### config.mk
export PLATFORM = sky130hd
export DESIGN_NAME = dcb_seq
export DESIGN_NICKNAME = d
export VERILOG_FILES = /design/src/rtl/dcb_pkg.sv /design/src/rtl/dcb_cond_eval.sv /design/src/rtl/dcb_target_calc.sv /design/src/rtl/dcb_seq.sv
export SDC_FILE = /design/constraint.sdc
export NUM_CORES = 1
export LEC_CHECK = 0
export ABC_AREA = 1
export CAP_MARGIN = 40
export CORE_UTILIZATION = 47
export CTS_CLUSTER_DIAMETER = 200
export DETAILED_ROUTE_END_ITERATION = 10
export GPL_ROUTABILITY_DRIVEN = 0
export PLACE_DENSITY = 0.74
export SYNTH_ARGS = -nofsm -noshare
export SYNTH_HDL_FRONTEND = slang
export SYNTH_SLANG_ARGS = --single-unit
### constraint.sdc
create_clock -name clk -period 4.6 [get_ports clk]
set_input_delay 0.69 -clock clk [delete_from_list [all_inputs] [get_ports clk]]
set_output_delay 0.69 -clock clk [all_outputs]
set_load 0.005 [all_outputs]
### src/rtl/dcb_pkg.sv
`timescale 1ns/1ps
package dcb_pkg;
    typedef enum logic [1:0] {
        ST_IDLE  = 2'd0,
        ST_SLOT1 = 2'd1,
        ST_SLOT2 = 2'd2,
        ST_SLOT3 = 2'd3
    } seq_st_e;

    localparam int FLG_W  = 7;
    localparam int COND_W = 5;
    localparam int FB_C   = 0;
    localparam int FB_V   = 1;
    localparam int FB_Z   = 2;
    localparam int FB_N   = 3;
    localparam int FB_UF  = 4;
    localparam int FB_LV  = 5;
    localparam int FB_LUF = 6;
endpackage

### src/rtl/dcb_cond_eval.sv
`timescale 1ns/1ps
module dcb_cond_eval
    import dcb_pkg::*;
(
    input  logic [COND_W-1:0] code,
    input  logic [FLG_W-1:0]  flg,
    output logic              take
);
    logic c, v, z, n, uf, lv, luf;
    assign c   = flg[FB_C];
    assign v   = flg[FB_V];
    assign z   = flg[FB_Z];
    assign n   = flg[FB_N];
    assign uf  = flg[FB_UF];
    assign lv  = flg[FB_LV];
    assign luf = flg[FB_LUF];

    // R9 condition table, R10 reserved codes fall to default
    always_comb begin
        case (code)
            5'd0:    take = 1'b1;
            5'd1:    take = c;
            5'd2:    take = c | z;
            5'd3:    take = ~c & ~z;
            5'd4:    take = ~c;
            5'd5:    take = z;
            5'd6:    take = ~z;
            5'd7:    take = n;
            5'd8:    take = n | z;
            5'd9:    take = ~n & ~z;
            5'd10:   take = ~n;
            5'd12:   take = ~v;
            5'd13:   take = v;
            5'd14:   take = ~uf;
            5'd15:   take = uf;
            5'd16:   take = ~lv;
            5'd17:   take = lv;
            5'd18:   take = ~luf;
            5'd19:   take = luf;
            5'd20:   take = z | uf;
            default: take = 1'b0;
        endcase
    end
endmodule

### src/rtl/dcb_target_calc.sv
`timescale 1ns/1ps
module dcb_target_calc #(
    parameter int PC_W   = 32,
    parameter int DISP_W = 16,
    parameter int SLOTS  = 3
) (
    input  logic              rel,
    input  logic [PC_W-1:0]   br_pc,
    input  logic [DISP_W-1:0] disp,
    input  logic [PC_W-1:0]   reg_val,
    output logic [PC_W-1:0]   target
);
    localparam int EXT_W = PC_W - DISP_W;
    logic [PC_W-1:0] disp_ext;

    assign disp_ext = {{EXT_W{disp[DISP_W-1]}}, disp};
    // R8 relative target wraps modulo 2^PC_W; R7 register target
    assign target = rel ? (br_pc + PC_W'(SLOTS) + disp_ext) : reg_val;
endmodule

### src/rtl/dcb_seq.sv
`timescale 1ns/1ps
module dcb_seq
    import dcb_pkg::*;
#(
    parameter int PC_W     = 32,
    parameter int DISP_W   = 16,
    parameter int REG_CNT  = 28,
    parameter int IDX_W    = $clog2(REG_CNT),
    parameter int MODE_BIT = 25,
    parameter int COND_LSB = 16
) (
    input  logic              clk,
    input  logic              rst,
    input  logic [PC_W-1:0]   rst_vec,
    input  logic              fetch_adv,
    input  logic              br_valid,
    input  logic [31:0]       instr,
    input  logic [FLG_W-1:0]  flags,
    output logic [IDX_W-1:0]  rf_idx,
    input  logic [PC_W-1:0]   rf_data,
    output logic [PC_W-1:0]   pc,
    output logic              idx_err,
    output logic              nest_err
);
    localparam logic [PC_W-1:0] ONE = PC_W'(1);

    seq_st_e           st_q, st_d;
    logic [PC_W-1:0]   pc_q, pc_d;
    logic [PC_W-1:0]   tgt_q, tgt_d;
    logic              ierr_q, ierr_d;
    logic              nerr_q, nerr_d;

    logic              mode_rel;
    logic [COND_W-1:0] code;
    logic [DISP_W-1:0] fld;
    logic              idx_bad;
    logic              cond_true;
    logic              take_now;
    logic [PC_W-1:0]   tgt_calc;
    logic              unused_bits;

    assign mode_rel    = instr[MODE_BIT];
    assign code        = instr[COND_LSB +: COND_W];
    assign fld         = instr[DISP_W-1:0];
    assign unused_bits = ^{instr[31:MODE_BIT+1], instr[MODE_BIT-1:COND_LSB+COND_W]};
    assign idx_bad     = !mode_rel && (fld > DISP_W'(REG_CNT - 1));
    assign rf_idx      = fld[IDX_W-1:0];

    dcb_cond_eval u_cond (
        .code (code),
        .flg  (flags),
        .take (cond_true)
    );

    dcb_target_calc #(
        .PC_W   (PC_W),
        .DISP_W (DISP_W),
        .SLOTS  (3)
    ) u_tgt (
        .rel     (mode_rel),
        .br_pc   (pc_q),
        .disp    (fld),
        .reg_val (rf_data),
        .target  (tgt_calc)
    );

    assign take_now = cond_true && !idx_bad;

    // state register
    always_ff @(posedge clk) begin
        if (rst) begin
            st_q   <= ST_IDLE;
            pc_q   <= rst_vec;
            tgt_q  <= '0;
            ierr_q <= 1'b0;
            nerr_q <= 1'b0;
        end else begin
            st_q   <= st_d;
            pc_q   <= pc_d;
            tgt_q  <= tgt_d;
            ierr_q <= ierr_d;
            nerr_q <= nerr_d;
        end
    end

    // next state and outputs
    always_comb begin
        st_d   = st_q;
        pc_d   = pc_q;
        tgt_d  = tgt_q;
        ierr_d = ierr_q;
        nerr_d = nerr_q;
        if (fetch_adv) begin
            unique case (st_q)
                ST_IDLE: begin
                    pc_d = pc_q + ONE;
                    if (br_valid) begin
                        if (idx_bad) ierr_d = 1'b1;
                        if (take_now) begin
                            tgt_d = tgt_calc;
                            st_d  = ST_SLOT1;
                        end
                    end
                end
                ST_SLOT1: begin
                    pc_d = pc_q + ONE;
                    st_d = ST_SLOT2;
                    if (br_valid) nerr_d = 1'b1;
                end
                ST_SLOT2: begin
                    pc_d = pc_q + ONE;
                    st_d = ST_SLOT3;
                    if (br_valid) nerr_d = 1'b1;
                end
                ST_SLOT3: begin
                    pc_d = tgt_q;
                    st_d = ST_IDLE;
                    if (br_valid) nerr_d = 1'b1;
                end
            endcase
        end
    end

    assign pc       = pc_q;
    assign idx_err  = ierr_q;
    assign nest_err = nerr_q;
endmodule

==> out/metrics.cfg <==
[outcome]
outcome=finished clean

[clocking]
root_buffer=clkbuf_16
clk_pin_slew_ns=0.05
numClockSinks=68
cts_setup_buffers=0
cts_made_buffers=9
cts_tree=done
clk_latency_ns=0.34
htree_num_levels=3
clockBufferDepth=2
cts_resized=0
cts_hold_buf=0

[synth]
synth_area_per_cell_sq_um=6.09
synth.distinct_cells=37
async_reset_ff_share_pct=0
ys_seq_area_share_pct=23.8
synthFlopType=dfxtp_1
syn-num-nets=1336
netlist_area_sq_um=7070
yosysWarnings=0
yosys_register_bits=68
synth_edf_count=32
synthCells=1162

[worst_setup_path]
crit_type=in2reg
crit_start=instr[15]
worstSetupEndpointType=register
reg2reg_depth=17
cp_max_fo=18
crit_cells=11
crit_family=buffers and inverters
cp-start-kind=input port
cp.required_ns=4.82
reg2reg_from=pc[1]
arrival_ns=3.72
r2r_slack_ns=1.71
r2r-end=tgt_q[31]
path_buf_inv=1
crit_chain=clkdlybuf4s50_1, ha_1, ha_1, a21oi_1, nand2_1, a21oi_1, nand3_1, xnor2_1, nor2_1, nor3_1, nor2_1
crit_path_end=tgt_q[21]
slowest_stage=clkdlybuf4s50_1
cpPeakStageDelay_ns=1.00

[drt]
firstDrtPassIters=7
first_iter_violations=825
postRouteAntennaNets=0
via_per_inst=5.36
wl_microns=22600
wl_per_cell_microns=15.4
vias=7859
drc=0

[pwr]
total_power_uw=2580
power_leakage_uw=0.00426
powerDensity_nw_per_um2=291
ir_worst_vdd_mv=0.180

[final_layout]
fin_area_sq_um=8860
area_growth_pct=25.2
drive_gt1_share_pct=3.74
nets=1451
antenna_cells=0
fill_cells=1401

[grt]
grt_pass1_vias=7088
grt_use_total_pct=29.2
grt_pass1_wl_microns=35900
grt-ovfl-total=0
antenna_found_initial=0
grt_max_degree=42

[timing]
setup_viol=0
rsz0062_at_grt=false
fin_setup_tns_ns=0
worstMarginPinSlew_ns=0.837
finalHoldViolCount=0
skew_ns=0.00489
period_share_pct=76.0
slew_viol_final=0
holdWs_ns=0.463
fmax_mhz=286
period_minus_slack_ns=3.50
max-slew-margin-rel_pct=44.2

[floorplan]
fp-row-count=44
pin_count=146
die_w_microns=125
start_util_pct=48.5
die-height_microns=125
die_area_sq_um=15500
core-area_sq_um=14600

[placement]
placed_cell_area_sq_um=8540
numPortBuffers=135
dp_hpwl_microns=17900

[min_path]
hold_path_class=reg2reg

[run]
max_cap_violations=0

synth_stat cells, drive strengths merged, types with 2 or more instances:
cell	number	area [sq um]
nor3b	2	20.0
nand3	72	370
nor2	132	510
ha	66	826
edfxtp	32	961
nor3	12	60.1
xnor2	13	114
nand3b	3	22.5
xor2	14	123
nand4	24	156
o21a	4	30.0
buf	17	119
clkbuf	20	78.8
o21bai	5	37.5
nand2	408	1530
inv	135	507
or2	16	100
a21oi	81	405
nor4	4	25.0
dfxtp	36	721
o21ai	61	305
state kept, by name, summed over array words and instances (netlist names):
register / flops
idx_err: 1
nest_err: 1
pc: 32
st_q: 2
tgt_q: 32
metal layers:
metal / global-route usage [%] / share of wire [%] / up-vias
met5: 0 / 0 / -
li1: - / - / 3980
met2: 48.7 / 47 / 336
met1: 37.8 / 43 / 3497
met3: 4.73 / 6.8 / 46
met4: 10.3 / 3.5 / 0
metrics by stage:
stage / setup WS (ns) / util [%] / cells
finish: 1.10 / 60.7 / 1466
global route: 0.921 / 60.7 / 1466
CTS: 1.19 / 60.7 / 1466
detailed placement: 0.853 / 58.5 / 1450
global placement: 0.901 / 58.1 / 1448
floorplan: 2.02 / - / 1162
tightest hold or removal path: cells and delay by family, from the launching register on:
kind / cells / cell delay (ns)
flops: 1 / 0.30
simple gates: 1 / 0.06
compound gates: 1 / 0.06
layout make-up:
| class | instances | area (sq um) | area share [%] |
|---|---|---|---|
| clock inverters | 5 | 75.1 | 0.848 |
| inverters | 135 | 507 | 5.72 |
| multi-input cells | 922 | 4690 | 52.9 |
| well taps | 184 | 230 | 2.60 |
| repair buffers | 141 | 1430 | 16.2 |
| clock buffers | 11 | 243 | 2.74 |
| flip-flops and latches | 68 | 1680 | 19.0 |
cells in the final DEF (no fill, tap or decap), drive strengths merged, types with 11 or more instances in the layout:
cell,n
dfxtp,36
or2,16
nand4,24
inv,135
nor3,12
nor2,132
o21ai,61
xnor2,13
clkdlybuf4s50,134
ha,66
nand2,408
xor2,14
nand3,72
clkbuf,11
a21oi,81
edfxtp,32
report_power, final:
part           total [uW]  leakage, uW  switching [uW]  internal (uW)
Clock                 747     0.000159             260            486
Sequential            780     0.000621            88.8            691
Combinational        1050      0.00348             608            442
Total                2580      0.00426             957           1620
logic make-up (layout without fill, tap and decap cells):
| group | count (synthesis) | after routing | share of synthesized area [%] |
|---|---|---|---|
| buffers and inverters | 172 | 292 | 9.96 |
| DFF | 68 | 68 | 23.8 |
| and+or+nand+nor | 675 | 675 | 39.8 |
| AOI/OAI and AO/OA | 153 | 153 | 11.2 |
| adders and majority gates | 67 | 67 | 12.0 |
| xor gates and xnor gates | 27 | 27 | 3.34 |
worst min path at each step:
stage / startpoint / to / slack [ns] / cells after the start
floorplan: tgt_q[10] / tgt_q[10] / 0.44 / 2
global placement: tgt_q[31] / tgt_q[31] / 0.45 / 2
detailed placement: idx_err / idx_err / 0.45 / 1
CTS: tgt_q[25] / tgt_q[25] / 0.46 / 2
global route: tgt_q[25] / tgt_q[25] / 0.47 / 2
finish: tgt_q[25] / tgt_q[25] / 0.46 / 2
(Power assumes the default switching activity.)
